## config.mk

```make
export PLATFORM = sky130hd
export DESIGN_NAME = simd_addi_unit
export DESIGN_NICKNAME = d
export VERILOG_FILES = /design/src/rtl/simd_addi_pkg.sv /design/src/rtl/simd_lane_decode.sv /design/src/rtl/simd_imm_splat.sv /design/src/rtl/simd_gated_adder.sv /design/src/rtl/simd_addi_unit.sv
export SDC_FILE = /design/constraint.sdc
export NUM_CORES = 1
export LEC_CHECK = 0
export ABC_CLOCK_PERIOD_IN_PS = 94400
export CAP_MARGIN = 5
export CORE_MARGIN = 1
export CORE_UTILIZATION = 30
export DETAILED_ROUTE_END_ITERATION = 7
export DONT_BUFFER_PORTS = 1
export PLACE_DENSITY = 0.47
export SLEW_MARGIN = 20
export SYNTH_ARGS = -nofsm -noshare
export SYNTH_HDL_FRONTEND = slang
export SYNTH_HIERARCHICAL = 1
export SYNTH_SLANG_ARGS = --single-unit
```

## constraint.sdc

```tcl
create_clock -name vclk -period 94.4
set_clock_uncertainty 0.05 [all_clocks]
set_input_delay 18.88 -clock vclk [all_inputs]
set_output_delay 18.88 -clock vclk [all_outputs]
set_load 0.02 [all_outputs]
```

## src/rtl/simd_addi_pkg.sv

```systemverilog
package simd_addi_pkg;
   typedef enum logic [1:0] {
      EW_8  = 2'b00,
      EW_16 = 2'b01,
      EW_32 = 2'b10,
      EW_64 = 2'b11
   } ew_code_t;

   localparam int unsigned NUM_EW_CODES = 4;

   // bytes per lane for a width code
   function automatic int unsigned lane_bytes(input int unsigned code);
      return 1 << code;
   endfunction
endpackage

```

## src/rtl/simd_lane_decode.sv

```systemverilog
module simd_lane_decode
   import simd_addi_pkg::*;
#(
   parameter int unsigned NUM_BYTES = 8
) (
   input  logic [1:0]           ew_sel,
   output logic [NUM_BYTES-1:0] carry_keep
);
   // carry_keep[i]: carry from byte i-1 may enter byte i (bit 0 always blocked)
   for (genvar i = 0; i < NUM_BYTES; i++) begin : g_byte
      logic [NUM_EW_CODES-1:0] keep_by_code;
      for (genvar c = 0; c < NUM_EW_CODES; c++) begin : g_code
         localparam int unsigned LB = lane_bytes(c);
         assign keep_by_code[c] = ((i % LB) != 0);
      end
      assign carry_keep[i] = keep_by_code[ew_sel];
   end
endmodule

```

## src/rtl/simd_imm_splat.sv

```systemverilog
module simd_imm_splat
   import simd_addi_pkg::*;
#(
   parameter int unsigned DATA_W = 64,
   parameter int unsigned IMM_W  = 16,
   parameter int unsigned BYTE_W = 8
) (
   input  logic [IMM_W-1:0]  imm_i,
   input  logic [1:0]        ew_sel,
   output logic [DATA_W-1:0] splat_o
);
   localparam int unsigned NUM_BYTES = DATA_W / BYTE_W;

   logic [DATA_W-1:0] imm_ext;
   logic [DATA_W-1:0] splat_by_code [NUM_EW_CODES];

   // sign-extend once to full width; truncation then falls out of byte picking
   assign imm_ext = {{(DATA_W-IMM_W){imm_i[IMM_W-1]}}, imm_i};

   for (genvar c = 0; c < NUM_EW_CODES; c++) begin : g_code
      localparam int unsigned LB = lane_bytes(c);
      for (genvar i = 0; i < NUM_BYTES; i++) begin : g_byte
         localparam int unsigned SRC = i % LB;
         assign splat_by_code[c][i*BYTE_W +: BYTE_W] = imm_ext[SRC*BYTE_W +: BYTE_W];
      end
   end

   assign splat_o = splat_by_code[ew_sel];
endmodule

```

## src/rtl/simd_gated_adder.sv

```systemverilog
module simd_gated_adder #(
   parameter int unsigned DATA_W   = 64,
   parameter int unsigned BYTE_W   = 8,
   parameter bit          FLAT_SUM = 1'b0
) (
   input  logic [DATA_W-1:0]        a_i,
   input  logic [DATA_W-1:0]        b_i,
   input  logic [DATA_W/BYTE_W-1:0] carry_keep,
   output logic [DATA_W-1:0]        sum_o
);
   localparam int unsigned NUM_BYTES = DATA_W / BYTE_W;

   logic [NUM_BYTES:0] carry;
   assign carry[0] = 1'b0;

   if (FLAT_SUM) begin : g_flat
      // widened sum per byte, carry gated into the next byte slice
      for (genvar i = 0; i < NUM_BYTES; i++) begin : g_byte
         logic [BYTE_W:0] wide;
         assign wide = {1'b0, a_i[i*BYTE_W +: BYTE_W]}
                     + {1'b0, b_i[i*BYTE_W +: BYTE_W]}
                     + {{BYTE_W{1'b0}}, carry[i] & carry_keep[i]};
         assign sum_o[i*BYTE_W +: BYTE_W] = wide[BYTE_W-1:0];
         assign carry[i+1] = wide[BYTE_W];
      end
   end else begin : g_ripple
      // bit-level ripple; gating only at byte entry points
      for (genvar i = 0; i < NUM_BYTES; i++) begin : g_byte
         logic [BYTE_W:0] c;
         assign c[0] = carry[i] & carry_keep[i];
         for (genvar b = 0; b < BYTE_W; b++) begin : g_bit
            logic x, y;
            assign x = a_i[i*BYTE_W + b];
            assign y = b_i[i*BYTE_W + b];
            assign sum_o[i*BYTE_W + b] = x ^ y ^ c[b];
            assign c[b+1] = (x & y) | (c[b] & (x ^ y));
         end
         assign carry[i+1] = c[BYTE_W];
      end
   end
endmodule

```

## src/rtl/simd_addi_unit.sv

```systemverilog
module simd_addi_unit
   import simd_addi_pkg::*;
#(
   parameter int unsigned DATA_W   = 64,
   parameter int unsigned IMM_W    = 16,
   parameter int unsigned BYTE_W   = 8,
   parameter bit          FLAT_SUM = 1'b0
) (
   input  logic [DATA_W-1:0] op_a,
   input  logic [IMM_W-1:0]  imm_i,
   input  logic [1:0]        ew_sel,
   output logic [DATA_W-1:0] res_o
);
   localparam int unsigned NUM_BYTES = DATA_W / BYTE_W;
   localparam int unsigned MAX_LANE  = BYTE_W * lane_bytes(NUM_EW_CODES-1);

   if (DATA_W % BYTE_W != 0) begin : g_chk_byte
      $error("DATA_W must be a multiple of BYTE_W");
   end
   if (DATA_W % MAX_LANE != 0) begin : g_chk_lane
      $error("DATA_W must hold a whole number of widest lanes");
   end
   if (IMM_W > DATA_W || IMM_W < BYTE_W) begin : g_chk_imm
      $error("IMM_W must lie between BYTE_W and DATA_W");
   end

   logic [NUM_BYTES-1:0] carry_keep;
   logic [DATA_W-1:0]    splat_vec;

   simd_lane_decode #(.NUM_BYTES(NUM_BYTES)) u_dec (
      .ew_sel     (ew_sel),
      .carry_keep (carry_keep)
   );

   simd_imm_splat #(.DATA_W(DATA_W), .IMM_W(IMM_W), .BYTE_W(BYTE_W)) u_splat (
      .imm_i   (imm_i),
      .ew_sel  (ew_sel),
      .splat_o (splat_vec)
   );

   simd_gated_adder #(.DATA_W(DATA_W), .BYTE_W(BYTE_W), .FLAT_SUM(FLAT_SUM)) u_add (
      .a_i        (op_a),
      .b_i        (splat_vec),
      .carry_keep (carry_keep),
      .sum_o      (res_o)
   );
endmodule

```

==> flow_summary.json <==
{
  "grt_max_degree": 26,
  "synthToLayoutAreaGrowth_pct": -8.505,
  "cp_slowest_cell": "xor3_1",
  "drive_gt1_share_pct": 8.844,
  "worstSetupEndpointType": "output port",
  "critical-path-top-cell-by-count": "fa_1",
  "fin_worst_hold_slack_ps": 37920,
  "grt_pass1_wl_um": 7714,
  "min_period_ps": 63490,
  "drt_pass1_iterations": 4,
  "relSlewSlack_pct": 67.17,
  "numPortBuffers": 0,
  "synthesis.area_um2": 2192,
  "post_cts_resized": 0,
  "finalCritPeriodShare_pct": 67.25,
  "p_leak_nw": 0.8654,
  "hold_class": "in2out",
  "wirelength_um": 5208,
  "num_io_pins": 146,
  "cts_hold_buffers": 0,
  "antenna_found_initial": 0,
  "drc": 0,
  "globalRoute.totalOverflow": 0,
  "fp.dieW_um": 87.48,
  "drt_iter0_drc": 12,
  "seq_cells": 0,
  "rows": 30,
  "num_vias": 1148,
  "drv_cap": 0,
  "fin_cells": 243,
  "yosys_warnings": 6,
  "syn_inst": 184,
  "finalSetupViolations": 0,
  "start_util_pct": 31.57,
  "fin_area_um2": 2006,
  "clock_buffers": 0,
  "arrival_ps": 44560,
  "core_um2": 6944,
  "place.gp.congestion": 0.7267,
  "maxSlewViolCount": 0,
  "cts_setup_buffers": 0,
  "dieArea_um2": 7653,
  "antennaDiodeCount": 0,
  "wl_per_cell_um": 21.43,
  "tns_ps": 0,
  "first_global_vias": 1415,
  "viasPerCell": 4.724,
  "ant_nets": 0,
  "fillCellCount": 707,
  "p_per_area_nw_per_um2": 12.08,
  "hold_viol": 0,
  "fin_nets": 294,
  "max_freq_ghz": 0.01575,
  "path_class": "in2out",
  "gr-usage-all-layers_pct": 13.58,
  "dp_hpwl_um": 4703,
  "utilization_pct": 28.88,
  "rsz0062_at_grt": "false",
  "status": "complete, no violations",
  "regArea_um2": 0,
  "dp_cells": 243,
  "post_dp_cell_area_um2": 2006,
  "avgSynthCellArea_um2": 11.91,
  "worst_pin_slew_ps": 487.3,
  "ir_worst_vdd_uv": 3.913,
  "cp_max_fo": 1,
  "critPathMaxStageDelay_ps": 510,
  "worstPathRequired_ps": 75470,
  "die_height_um": 87.48,
  "synth_fp_nets": 329,
  "start_kind": "primary input"
}
==> worst max-delay path: cells and delay by family <==
family | cells | cell delay [ps]
xor+xnor | 1 | 510
fa+ha+maj | 63 | 23940
buf+inv | 2 | 140
simple gates | 7 | 1040
==> cell type report <==
type	count	area, µm²	area share [%]
Multi-Input combinational cell	130	1822	90.83
Inverter	17	63.81	3.182
Tap cell	96	120.1	5.989
==> per-stage QoR <==
stage / total power (W) / worst slack (ps)
6_report: 0.00002423 / 30910
5_1_grt: 0.00002619 / 30020
4_1_cts: 0.00002472 / 30700
3_5_place_dp: 0.00002457 / 30700
3_3_place_gp: 0.00002455 / 30970
2_1_floorplan: 0.00002371 / 32030
==> cells in the final DEF, fill, tap and decap left out <==
cell type	n
a21o_1	8
a21oi_1	7
and2_1	5
and2_2	1
and2b_4	1
and3_1	1
fa_1	62
ha_1	1
inv_1	16
inv_2	1
mux2_2	8
mux2i_1	21
nand2_1	1
nand2_4	1
nor2_8	1
nor2b_1	2
o21ai_0	8
or2_1	1
xor3_1	1
==> layer usage <==
metal	part of all wire [%]	wire length [µm]	global-route usage, %	vias up
met1	36	1883	15.89	585
met2	53	2780	25.43	76
met4	0.58	30	0.7452	0
met5	0	0	0	-
li1	-	-	-	485
met3	9.9	513	4.076	2
==> path summary, 6_finish.rpt <==
check / startpoint / to / depth (start not counted)
max: op_a[0] / res_o[63] / 73
min: imm_i[0] / res_o[0] / 1
==> where the power goes <==
part	total [W]	switching, W	internal (W)
clock network	0	0	0
registers	0	0	0
logic	0.0000242	0.0000152	0.00000904
total	0.0000242	0.0000152	0.00000904
Note: power is estimated with default switching activity, not from simulation.
